## src/rtl/async_rx_pkg.sv

```systemverilog
package async_rx_pkg;
  localparam int OSR_HI = 64;
  localparam int CNT_W  = $clog2(OSR_HI);
  localparam int CHAR_W = 8;
  localparam int BIT_W  = $clog2(CHAR_W);

  typedef enum logic [2:0] {
    ST_IDLE, ST_START, ST_DATA, ST_PAR, ST_STOP
  } rxState_e;

  typedef struct packed {
    logic clearShift;
    logic shiftIn;
    logic takeParity;
    logic finishFrame;
  } rxStrobe_t;

  // ticks per bit minus one for the selected factor
  function automatic logic [CNT_W-1:0] factorM1(input logic [1:0] sel);
    case (sel)
      2'b10:   factorM1 = CNT_W'(15);
      2'b11:   factorM1 = CNT_W'(OSR_HI - 1);
      default: factorM1 = '0;
    endcase
  endfunction
endpackage

```

## src/rtl/async_rx_ctrl.sv

```systemverilog
module async_rx_ctrl
  import async_rx_pkg::*;
(
  input  logic      clk,
  input  logic      rstN,
  input  logic      rxEnable,
  input  logic      rxTick,
  input  logic      lineS,
  input  logic [1:0] baudSel,
  input  logic [1:0] lenSel,
  input  logic      parEn,
  output rxStrobe_t strb
);
  rxState_e         state, stateNx;
  logic [CNT_W-1:0] cnt, cntNx;
  logic [BIT_W-1:0] bitIdx, bitIdxNx;
  logic [CNT_W-1:0] fM1, halfM1;
  logic [BIT_W-1:0] charLast;

  assign fM1      = factorM1(baudSel);
  assign halfM1   = fM1 >> 1;
  assign charLast = BIT_W'(3'd4 + {1'b0, lenSel});

  always_comb begin
    stateNx  = state;
    cntNx    = cnt;
    bitIdxNx = bitIdx;
    strb     = '0;
    if (!rxEnable) begin
      stateNx = ST_IDLE;
      cntNx   = '0;
    end else if (rxTick) begin
      case (state)
        ST_IDLE: begin
          if (!lineS) begin
            strb.clearShift = 1'b1;
            cntNx    = '0;
            bitIdxNx = '0;
            stateNx  = (fM1 == '0) ? ST_DATA : ST_START;
          end
        end
        ST_START: begin
          if (cnt == halfM1) begin
            cntNx   = '0;
            stateNx = lineS ? ST_IDLE : ST_DATA;
          end else begin
            cntNx = cnt + 1'b1;
          end
        end
        ST_DATA: begin
          if (cnt == fM1) begin
            strb.shiftIn = 1'b1;
            cntNx    = '0;
            bitIdxNx = bitIdx + 1'b1;
            if (bitIdx == charLast) stateNx = parEn ? ST_PAR : ST_STOP;
          end else begin
            cntNx = cnt + 1'b1;
          end
        end
        ST_PAR: begin
          if (cnt == fM1) begin
            strb.takeParity = 1'b1;
            cntNx   = '0;
            stateNx = ST_STOP;
          end else begin
            cntNx = cnt + 1'b1;
          end
        end
        ST_STOP: begin
          if (cnt == fM1) begin
            strb.finishFrame = 1'b1;
            cntNx   = '0;
            stateNx = ST_IDLE;
          end else begin
            cntNx = cnt + 1'b1;
          end
        end
        default: stateNx = ST_IDLE;
      endcase
    end
  end

  always_ff @(posedge clk) begin
    if (!rstN) begin
      state  <= ST_IDLE;
      cnt    <= '0;
      bitIdx <= '0;
    end else begin
      state  <= stateNx;
      cnt    <= cntNx;
      bitIdx <= bitIdxNx;
    end
  end
endmodule

```

## src/rtl/async_rx_dp.sv

```systemverilog
module async_rx_dp
  import async_rx_pkg::*;
#(
  parameter int SYNC_STAGES = 2
) (
  input  logic              clk,
  input  logic              rstN,
  input  logic              rxLine,
  input  rxStrobe_t         strb,
  input  logic [1:0]        lenSel,
  input  logic              parEn,
  input  logic              parOdd,
  input  logic              errReset,
  input  logic              hostRead,
  output logic              lineS,
  output logic [CHAR_W-1:0] rxData,
  output logic              rxReady,
  output logic              parityErr,
  output logic              overrunErr,
  output logic              framingErr
);
  logic [SYNC_STAGES-1:0] syncQ;
  logic [CHAR_W-1:0]      shReg;
  logic                   parBit;
  logic [CHAR_W-1:0]      aligned;
  logic                   parBad;

  assign lineS   = syncQ[SYNC_STAGES-1];
  assign aligned = shReg >> (~lenSel);
  assign parBad  = parEn && ((^shReg ^ parBit) != parOdd);

  always_ff @(posedge clk) begin
    if (!rstN) syncQ <= '1;
    else       syncQ <= {syncQ[SYNC_STAGES-2:0], rxLine};
  end

  always_ff @(posedge clk) begin
    if (!rstN) begin
      shReg  <= '0;
      parBit <= 1'b0;
    end else if (strb.clearShift) begin
      shReg  <= '0;
      parBit <= 1'b0;
    end else begin
      if (strb.shiftIn)    shReg  <= {lineS, shReg[CHAR_W-1:1]};
      if (strb.takeParity) parBit <= lineS;
    end
  end

  always_ff @(posedge clk) begin
    if (!rstN) begin
      rxData     <= '0;
      rxReady    <= 1'b0;
      parityErr  <= 1'b0;
      overrunErr <= 1'b0;
      framingErr <= 1'b0;
    end else begin
      if (strb.finishFrame) begin
        rxData  <= aligned;
        rxReady <= 1'b1;
      end else if (hostRead) begin
        rxReady <= 1'b0;
      end
      if (errReset) begin
        parityErr  <= 1'b0;
        overrunErr <= 1'b0;
        framingErr <= 1'b0;
      end else if (strb.finishFrame) begin
        if (parBad)               parityErr  <= 1'b1;
        if (!lineS)               framingErr <= 1'b1;
        if (rxReady && !hostRead) overrunErr <= 1'b1;
      end
    end
  end
endmodule

```

## src/rtl/async_rx.sv

```systemverilog
module async_rx
  import async_rx_pkg::*;
#(
  parameter int SYNC_STAGES = 2
) (
  input  logic       clk,
  input  logic       rstN,
  input  logic [7:0] modeWord,
  input  logic       rxEnable,
  input  logic       errReset,
  input  logic       rxTick,
  input  logic       rxLine,
  input  logic       hostRead,
  output logic [7:0] rxData,
  output logic       rxReady,
  output logic       parityErr,
  output logic       overrunErr,
  output logic       framingErr
);
  rxStrobe_t ctrlStrb;
  logic      lineS;
  logic      frameDone;
  logic      unusedStop;

  assign frameDone  = ctrlStrb.finishFrame;
  assign unusedStop = ^modeWord[7:6];

  async_rx_ctrl u_ctrl (
    .clk      (clk),
    .rstN     (rstN),
    .rxEnable (rxEnable),
    .rxTick   (rxTick),
    .lineS    (lineS),
    .baudSel  (modeWord[1:0]),
    .lenSel   (modeWord[3:2]),
    .parEn    (modeWord[4]),
    .strb     (ctrlStrb)
  );

  async_rx_dp #(.SYNC_STAGES(SYNC_STAGES)) u_dp (
    .clk        (clk),
    .rstN       (rstN),
    .rxLine     (rxLine),
    .strb       (ctrlStrb),
    .lenSel     (modeWord[3:2]),
    .parEn      (modeWord[4]),
    .parOdd     (modeWord[5]),
    .errReset   (errReset),
    .hostRead   (hostRead),
    .lineS      (lineS),
    .rxData     (rxData),
    .rxReady    (rxReady),
    .parityErr  (parityErr),
    .overrunErr (overrunErr),
    .framingErr (framingErr)
  );
endmodule

```

## config.mk

```make
export PLATFORM = sky130hd
export DESIGN_NAME = async_rx
export DESIGN_NICKNAME = d
export VERILOG_FILES = /design/src/rtl/async_rx_pkg.sv /design/src/rtl/async_rx_ctrl.sv /design/src/rtl/async_rx_dp.sv /design/src/rtl/async_rx.sv
export SDC_FILE = /design/constraint.sdc
export NUM_CORES = 1
export LEC_CHECK = 0
export BUFFER_PORTS_ARGS = -buffer_cell sky130_fd_sc_hd__buf_2
export CAP_MARGIN = 20
export CORE_MARGIN = 4
export CORE_UTILIZATION = 45
export CTS_CLUSTER_SIZE = 28
export DETAILED_ROUTE_END_ITERATION = 10
export MAX_ROUTING_LAYER = met4
export SLEW_MARGIN = 10
export SYNTH_ARGS = -nofsm -noshare
export SYNTH_HDL_FRONTEND = slang
export SYNTH_SLANG_ARGS = --single-unit
```

## constraint.sdc

```tcl
create_clock -name clk -period 2.3 [get_ports clk]
set_input_delay 0.345 -clock clk [delete_from_list [all_inputs] [get_ports clk]]
set_output_delay 0.345 -clock clk [all_outputs]
set_load 0.05 [all_outputs]
```

==> results of run 1 <==
per-stage QoR:
stage	setup WS [ns]	total power, mW	area (um^2)	utilization [%]
floorplan	0.328	0.680	1960	-
global placement	0.188	0.709	2140	52.0
detailed placement	0.175	0.709	2140	52.0
CTS	0.213	1.27	2250	54.7
global route	0.119	1.30	2250	54.7
finish	0.203	1.25	2250	54.7
cell families after synthesis:
kind of cell | after synthesis
simple gates | 106
xor+xnor | 13
mux | 22
fa+ha+maj | 2
compound gates | 41
buf+inv | 14
flops | 35
routing by layer:
layer / global-route usage [%] / up-vias / part of all wire [%]
met5: - / - / 0
met4: 5.43 / 0 / 0.80
met3: 4.05 / 4 / 3.5
met2: 25.8 / 20 / 44
met1: 25.6 / 770 / 51
li1: - / 890 / -
cells in the mapped netlist, drive strengths merged, types with 2 or more instances:
cell type,number
nand2,23
nor3,8
o211ai,2
dfxtp,35
and2,3
o21ai,7
mux2i,21
a21boi,6
buf,3
nand2b,7
xor2,2
nor2b,6
nand3,14
nor4,2
a211oi,2
a31oi,6
ha,2
or3,4
and3,2
inv,3
clkbuf,8
nand4,2
nor2,26
nand3b,2
a21oi,8
xnor2,11
flip-flops by register name, summed over array words and instances, names as in the netlist, 2 cells and up:
name / count
u_dp.rxData: 8
u_dp.shReg: 8
u_ctrl.cnt: 6
u_ctrl.bitIdx: 3
u_ctrl.state: 3
u_dp.syncQ: 2
worst max-delay path by stage:
| stage | startpoint | end | slack [ns] | cells past startpoint |
|---|---|---|---|---|
| finish | u_ctrl.cnt[0] | u_ctrl.bitIdx[2] | 0.20 | 6 |
| global route | u_ctrl.cnt[0] | u_ctrl.state[2] | 0.12 | 6 |
| CTS | u_ctrl.cnt[0] | u_ctrl.state[2] | 0.21 | 6 |
| detailed placement | modeWord[1] | u_ctrl.bitIdx[2] | 0.18 | 7 |
| global placement | modeWord[1] | u_ctrl.bitIdx[2] | 0.19 | 7 |
| floorplan | u_ctrl.cnt[0] | u_ctrl.state[2] | 0.33 | 6 |
final cells by class:
cell class	count	area share (%)
multi-input cells	184	53.3
flip-flops and latches	35	31.1
repair buffers	30	7.33
clock buffers	5	3.06
well taps	50	2.78
clock inverters	3	1.94
inverters	3	0.500
power by group:
| part | total [mW] | internal, mW | switching, mW |
|---|---|---|---|
| clock | 0.552 | 0.323 | 0.229 |
| combinational | 0.0840 | 0.0337 | 0.0503 |
| sequential | 0.611 | 0.608 | 0.00319 |
worst max-delay path, stage by stage (launching register included):
cell,delay [ns]
dfxtp_1,0.35
or4_4,0.56
o22ai_4,0.25
o21a_1,0.22
a31oi_1,0.18
or3_1,0.34
a21oi_1,0.14
==> metrics.yaml, run 1 <==
placed_design:
  hpwlAfterDp_um: 3100
  dp.cells: 302
  portBuffers: 24
  place.gp.congestion: 0.869
final_layout:
  final_common_cell: "dfxtp_1"
  final_cell_mix: "35 x dfxtp_1, 25 x nor2_1, 24 x buf_2"
  areaGrowthSynthToFinish_pct: 15.1
  n_antenna_cell: 0
  nNetsFinal: 276
  drive_gt1_share_pct: 18.8
  fillers: 394
  instances_no_fill: 310
  multi_input_area_um2: 1200
  register_area_um2: 701
pwr:
  leakagePower_nw: 0.945
  power_density_nw_per_um2: 554
  peakVddDrop_v: 0.000312
synth:
  synth_flop_cell: "dfxtp_1"
  synth_xor_area_share_pct: 5.82
  synth_compound_area_share_pct: 15.1
  synthCells: 233
  synth_enable_flop_cells: 0
  synth-simple-area-share_pct: 27.8
  yosys.area.top_type_share_pct: 35.8
  synthMuxAreaShare_pct: 11.3
  yosys_warnings: 0
  syn_avg_cell_area_um2: 8.40
  ys_types: 49
  syn_area_um2: 1960
  synth-seq-cells: 35
  async_flop_share_pct: 0
  synth.area.top_cells: "dfxtp_1 36%, mux2i_1 11%, xnor2_1 4.9%, nor2_1 4.8%, nand2_1 4.4%"
  synth_top_family_by_area: "simple AND/OR/NAND/NOR gates"
  synth_adder_area_share_pct: 1.28
  synth_top_area_cell: "dfxtp_1"
  synth_seq_area_share_pct: 35.8
  synthesis.nets: 250
route:
  wl_um: 4250
  ant_nets: 0
  drtIter0Drc: 135
  post_drt_wl_per_cell_um: 13.7
  drtPass1Iterations: 4
  vias_per_cell: 5.43
  drc: 0
  vias: 1684
sta:
  min_period_ns: 2.10
  finalCritPeriodShare_pct: 91.2
  tightest_slew_ns: 0.430
  hold_viol: 0
  rsz0062_at_grt: "no"
  hold_slack_ns: 0.238
  max_freq_mhz: 477
  slew_headroom_pct: 71.3
  tns_ns: 0
  setup_viol: 0
  fin_skew_ns: 0.00957
  slew_violations: 0
setup_path:
  ff2ff_setup_slack_ns: 0.20
  reg2reg_from: "u_ctrl.cnt[0]"
  required_ns: 2.52
  crit_path_end_kind: "flop"
  rr_worst_depth: 6
  path_class: "flop to flop"
  critPathArrivalTime_ns: 2.32
  cp_max_fo: 6
  r2r_end: "u_ctrl.bitIdx[2]"
  cp-start-kind: "flop"
floorplanning:
  die_w_um: 73.9
  dieHeight_um: 73.9
  dieArea_um2: 5470
  num_rows: 23
  ios: 27
  core-area_um2: 4120
  start_util_pct: 47.6
hold_path:
  min_from: "rxLine"
  hold_path_end: "u_dp.syncQ[0]"
  hold_class: "primary input to flop"
  holdPathStages: 2
cts:
  postCtsSetupRepairBufs: 0
  htreeDepth: 2
  clock_sink_count: 35
  clk_path_buf_depth: 2
  cts_root_buf: "clkbuf_8"
  numCtsBuffers: 5
  cts_resized: 0
  ctsHoldBuffers: 0
  clk_pin_slew_ns: 0.08
  cts_tree: "done"
  clk_latency_ns: 0.29
global_route:
  overflow: 0
  antenna_found_initial: 0
  grt_max_degree: 19
  grt_pass1_wl_um: 7480
  first_global_vias: 1564
  grt_usage_pct: 18.1
run:
  drv_cap: 0
status:
  status: "completed"
Power figures use the tool's default switching activity.
==> run 2: changes to the inputs <==
Settings changed: CORE_UTILIZATION 45 to 57, PLACE_DENSITY from default to 0.79.
==> run 2 against run 1 <==
Sequential power barely moved. Clock power is 43% lower. Worst hold slack got worse by 0.044 ns. Via count up 0.83%. Wire length shrank 8.9%. Cell count is 1.9% lower. Final area shrank 3.7%. Global-route usage is 1.4 points higher. Worst setup slack better by 0.0036 ns. Die area shrank 19%. Largest cell class unchanged. Highest routed layer unchanged.
==> metrics.yaml, run 2 (synthesis results as in run 1) <==
route:
  post_drt_wl_per_cell_um: 12.8  # -7.1%
  vias_per_cell: 5.59  # +2.8%
  vias: 1698  # +0.83%
  wl_um: 3880  # -8.9%
  drc: 0  # unchanged
  drtPass1Iterations: 4  # unchanged
  ant_nets: 0  # unchanged
  drtIter0Drc: 85  # -37%
pwr:
  netSwitchingPower_mw: 0.249  # -12%
  swShare_pct: 24.6  # +2.0 points
  p_int_mw: 0.760  # -21%
  p_clk_share_pct: 31.3  # -13 points
  leakagePower_nw: 0.905  # -4.2%
  combPwrFrac_pct: 8.2  # +1.5 points
  p_seq_share_pct: 60.6  # +12 points
  peakVddDrop_v: 0.000344  # +10%
  power_density_nw_per_um2: 465  # -16%
sta:
  slew_violations: 0  # unchanged
  setup_viol: 0  # unchanged
  min_period_ns: 2.09  # -0.00356 ns
  tns_ns: 0  # unchanged
  slew_headroom_pct: 69.5  # -1.9 points
  max_freq_mhz: 478  # +0.17%
  hold_viol: 0  # unchanged
  tightest_slew_ns: 0.458  # +0.0274 ns
  fin_skew_ns: 0.0150  # +0.00542 ns
  finalCritPeriodShare_pct: 91.0  # -0.15 points
  layout_setup_ws_ns: 0.206  # +0.00356 ns
  rsz0062_at_grt: "no"
setup_path:
  critPathArrivalTime_ns: 2.36  # +0.04 ns
  path_class: "flop to flop"
  rr_worst_depth: 6  # unchanged
  r2r_end: "u_ctrl.bitIdx[2]"
  required_ns: 2.56  # +0.04 ns
  reg2reg_from: "u_ctrl.cnt[0]"
  cp-start-kind: "flop"
  cp_max_fo: 6  # unchanged
  ff2ff_setup_slack_ns: 0.21  # about the same
  crit_path_end_kind: "flop"
run:
  drv_cap: 0  # unchanged
global_route:
  grt_usage_pct: 19.5  # +1.4 points
  overflow: 0  # unchanged
  grt_max_degree: 19  # unchanged
  antenna_found_initial: 0  # unchanged
  first_global_vias: 1484  # -5.1%
  grt_pass1_wl_um: 6560  # -12%
placed_design:
  hpwlAfterDp_um: 2790  # -10%
  dp_slack_ns: 0.178  # +0.00290 ns
  portBuffers: 24  # unchanged
  place.gp.congestion: 0.867  # -0.24%
cts:
  numCtsBuffers: 5  # unchanged
  cts_tree: "done"
  cts_resized: 0  # unchanged
  htreeDepth: 2  # unchanged
  ctsHoldBuffers: 0  # unchanged
  cts_root_buf: "clkbuf_4"
  postCtsSetupRepairBufs: 0  # unchanged
  clk_path_buf_depth: 2  # unchanged
  clk_latency_ns: 0.34  # +0.05 ns
  clk_pin_slew_ns: 0.10  # +0.02 ns
  clock_sink_count: 35  # unchanged
final_layout:
  areaGrowthSynthToFinish_pct: 10.9
  register_area_um2: 701  # unchanged
  final_common_cell: "dfxtp_1"
  final_cell_mix: "35 x dfxtp_1, 25 x nor2_1, 24 x buf_2"
  drive_gt1_share_pct: 17.4  # -1.4 points
  fillers: 282  # -28%
  top_regs: "u_dp.rxData x8, u_dp.shReg x8, u_ctrl.cnt x6"
  n_antenna_cell: 0  # unchanged
  nNetsFinal: 274  # -0.72%
  multi_input_area_um2: 1200  # unchanged
hold_path:
  holdPathStages: 2  # unchanged
  min_from: "rxLine"
  hold_class: "primary input to flop"
  hold_path_end: "u_dp.syncQ[0]"
floorplanning:
  ios: 27  # unchanged
  core-area_um2: 3340  # -19%
  dieArea_um2: 4430  # -19%
  num_rows: 21  # -8.7%
  start_util_pct: 58.6  # +11 points
  die_w_um: 66.6  # -9.9%
  dieHeight_um: 66.6  # -9.9%
status:
  status: "completed"
[run 2: metal layers]
metal | vias to the layer above | track usage, % | wire length (um) | part of all wire (%)
met5 | - | - | 0 | 0
met4 | 0 | 5.33 | 46 | 1.2
met3 | 5 | 4.72 | 177 | 4.6
met2 | 41 | 29.3 | 1770 | 46
met1 | 774 | 26.1 | 1880 | 48
li1 | 878 | - | - | -
[run 2: area by class of cell]
cell class,instances,area share [%]
multi-input cells,184,55.3
flip-flops and latches,35,32.3
repair buffers,28,6.92
well taps,46,2.65
clock buffers,7,2.08
inverters,3,0.519
clock inverters,1,0.231
[run 2: critical path: stages (launching register included)]
cell and delay, ns:
dfxtp_1 0.36, or4_4 0.55, o22ai_4 0.24, o21a_1 0.22, a31oi_1 0.18, or3_1 0.35, a21oi_1 0.13
[run 2: through the flow]
stage | utilization [%] | total power, mW | hold WS [ns] | cells | cell area [um^2]
floorplan | - | 0.680 | 0.386 | 233 | 1960
global placement | 63.5 | 0.706 | 0.392 | 296 | 2120
detailed placement | 63.5 | 0.707 | 0.392 | 296 | 2120
CTS | 65.0 | 1.01 | 0.191 | 304 | 2170
global route | 65.0 | 1.05 | 0.195 | 304 | 2170
finish | 65.0 | 1.01 | 0.194 | 304 | 2170
[run 2: worst max path at each step]
stage	startpoint	end	slack (ns)	cells after the start
after CTS	u_ctrl.cnt[0]	u_ctrl.bitIdx[2]	0.21	6
after global placement	modeWord[1]	u_ctrl.bitIdx[2]	0.19	7
final	u_ctrl.cnt[0]	u_ctrl.bitIdx[2]	0.21	6
after floorplan	u_ctrl.cnt[0]	u_ctrl.state[2]	0.33	6
after global routing	u_ctrl.cnt[0]	u_ctrl.bitIdx[2]	0.07	6
after detailed placement	modeWord[1]	u_ctrl.bitIdx[2]	0.18	7
[run 2: power by group through the flow]
| stage | combinational (mW) | sequential (mW) | clock [mW] |
|---|---|---|---|
| 2_1_floorplan | 0.0564 | 0.624 | 0 |
| 3_3_place_gp | 0.0804 | 0.625 | 0 |
| 3_5_place_dp | 0.0816 | 0.625 | 0 |
| 4_1_cts | 0.0820 | 0.611 | 0.319 |
| 5_1_grt | 0.0911 | 0.612 | 0.348 |
| 6_report | 0.0825 | 0.611 | 0.315 |
==> run 3: changes to the inputs <==
Clock period 2.3 ns to 2.05 ns, I/O delays scaled along.
==> run 3 against run 2 <==
Register-to-register slack got worse by 0.18 ns. Critical path type unchanged. Critical path depth is 1 higher. Non-clock buffer count rose by 11.
==> metrics.yaml, run 3 (synthesis results as in run 1) <==
final_layout:
  instances_no_fill: 315  # +3.6%
  n_antenna_cell: 0  # unchanged
  top_regs: "u_dp.rxData x8, u_dp.shReg x8, u_ctrl.cnt x6"
  final_common_cell: "dfxtp_1"
  drive_gt1_share_pct: 22.7  # +5.2 points
  areaGrowthSynthToFinish_pct: 15.7
  final_cell_mix: "33 x dfxtp_1, 25 x nor2_1, 24 x buf_2"
  final_area_um2: 2260  # +4.4%
  nNetsFinal: 285  # +4.0%
sta:
  tns_ns: 0  # unchanged
  tightest_slew_ns: 0.463  # +0.00513 ns
  hold_viol: 0  # unchanged
  hold_slack_ns: 0.141  # -0.0535 ns
  rsz0062_at_grt: "yes"
  setup_viol: 0  # unchanged
  slew_headroom_pct: 69.2  # -0.30 points
  fin_skew_ns: 0.00591  # -0.00908 ns
  slew_violations: 0  # unchanged
  finalCritPeriodShare_pct: 98.6  # +7.6 points
  max_freq_mhz: 495  # +3.6%
  min_period_ns: 2.02  # -0.0723 ns
route:
  drc: 0  # unchanged
  ant_nets: 0  # unchanged
  drtIter0Drc: 142  # +67%
  drtPass1Iterations: 4  # unchanged
  post_drt_wl_per_cell_um: 13.6  # +6.6%
  vias: 1762  # +3.8%
  vias_per_cell: 5.59  # +0.15%
  wl_um: 4280  # +10%
setup_path:
  cp-start-kind: "flop"
  crit_path_end_kind: "flop"
  r2r_end: "u_ctrl.state[1]"
  max_stage_delay_ns: 0.54  # about the same
  rr_worst_depth: 7  # +1
  worstPathCellList: "or4_4 > o22ai_4 > nor2_2 > a211o_1 > buf_4 > a21oi_1 > mux2i_1"
  critPathArrivalTime_ns: 2.30  # -0.06 ns
  cp_max_fo: 6  # unchanged
  required_ns: 2.33  # -0.23 ns
  setup.worst_path.start: "u_ctrl.cnt[0]"
  path_class: "flop to flop"
  ff2ff_setup_slack_ns: 0.03  # -0.18 ns
  cp_slowest_cell: "or4_4"
  reg2reg_from: "u_ctrl.cnt[0]"
floorplanning:
  dieHeight_um: 66.6  # unchanged
  dieArea_um2: 4430  # unchanged
  ios: 27  # unchanged
  die_w_um: 66.6  # unchanged
  core-area_um2: 3340  # unchanged
  start_util_pct: 58.6  # unchanged
  num_rows: 21  # unchanged
cts:
  htreeDepth: 2  # unchanged
  clk_latency_ns: 0.34  # about the same
  numCtsBuffers: 5  # unchanged
  clk_pin_slew_ns: 0.10  # about the same
  clock_sink_count: 35  # unchanged
  clk_path_buf_depth: 2  # unchanged
  cts_root_buf: "clkbuf_4"
  cts_tree: "done"
global_route:
  grt_max_degree: 19  # unchanged
  overflow: 0  # unchanged
  grt_pass1_wl_um: 7130  # +8.7%
  antenna_found_initial: 0  # unchanged
  grt_usage_pct: 21.6  # +2.1 points
  first_global_vias: 1609  # +8.4%
placed_design:
  place.gp.congestion: 0.870  # +0.39%
  dp.cells: 305  # +3.0%
  postPlaceCellArea_um2: 2190  # +3.2%
  hpwlAfterDp_um: 3020  # +8.3%
  portBuffers: 24  # unchanged
pwr:
  power_density_nw_per_um2: 508  # +9.2%
  peakVddDrop_v: 0.000400  # +16%
  leakagePower_nw: 0.965  # +6.5%
  finalPower_mw: 1.15  # +14%
hold_path:
  holdPathStages: 2  # unchanged
  hold_path_end: "u_dp.syncQ[0]"
  min_from: "rxLine"
  hold_class: "primary input to flop"
status:
  status: "completed"
run:
  drv_cap: 0  # unchanged
-- run 3: cell count changes in the layout (fill, tap and decap cells not counted) --
cell,change
a211oi_1,-1
a211oi_2,+1
a21oi_1,-1
a21oi_2,+1
and4_1,-1
and4_2,+1
buf_4,+11
dfxtp_1,-2
dfxtp_2,+2
-- run 3: per-layer routing --
metal / part of all wire (%) / up-vias / global-route usage [%]
met3: 4.4 / 7 / 5.73
met1: 47 / 828 / 27.8
met2: 47 / 27 / 32.7
met4: 1.4 / 0 / 7.61
met5: 0 / - / -
li1: - / 900 / -
-- run 3: per-stage QoR --
step           util, %  setup WS [ns]
2_1_floorplan        -         0.0779
3_3_place_gp      65.5         0.0632
3_5_place_dp      65.5         0.0736
4_1_cts           67.0        0.00845
5_1_grt           67.9        -0.0706
6_report          67.9         0.0286
-- run 3: worst max-delay path: cells and delay by family (launching register included) --
family / cells / cell delay, ns
compound gates: 3 / 0.69
simple gates: 2 / 0.59
flops: 1 / 0.34
mux: 1 / 0.19
buf+inv: 1 / 0.16
-- run 3: area by class of cell --
class	count	area, um^2
sequential	35	703
timing repair buffer	39	233
inverter	3	11.3
clock inverter	1	5.00
multi-input combinational	184	1210
clock buffer	7	45.0
tap	46	57.6
fill	293	1070
-- run 3: worst max-delay path by stage --
stage / endpoint / slack [ns] / depth (start not counted)
floorplan: u_ctrl.state[2] / 0.08 / 6
global placement: u_ctrl.state[1] / 0.06 / 8
detailed placement: u_ctrl.bitIdx[2] / 0.07 / 8
CTS: u_ctrl.state[1] / 0.008 / 7
global route: u_dp.shReg[2] / -0.07 / 6
finish: u_ctrl.state[1] / 0.03 / 7
-- run 3: what timing repair did --
action / in CTS / in global routing
setup buffers: 0 / 2
resized for setup: 0 / 5
hold buffers: 0 / 0
setup endpoints to repair: 0 / 17
-- run 3: where the power goes --
part	internal, mW	switching [mW]	total (mW)	leakage (nW)
clock	0.134	0.229	0.362	0.0293
sequential	0.682	0.00346	0.686	0.283
combinational	0.0430	0.0592	0.102	0.652
total	0.859	0.291	1.15	0.965
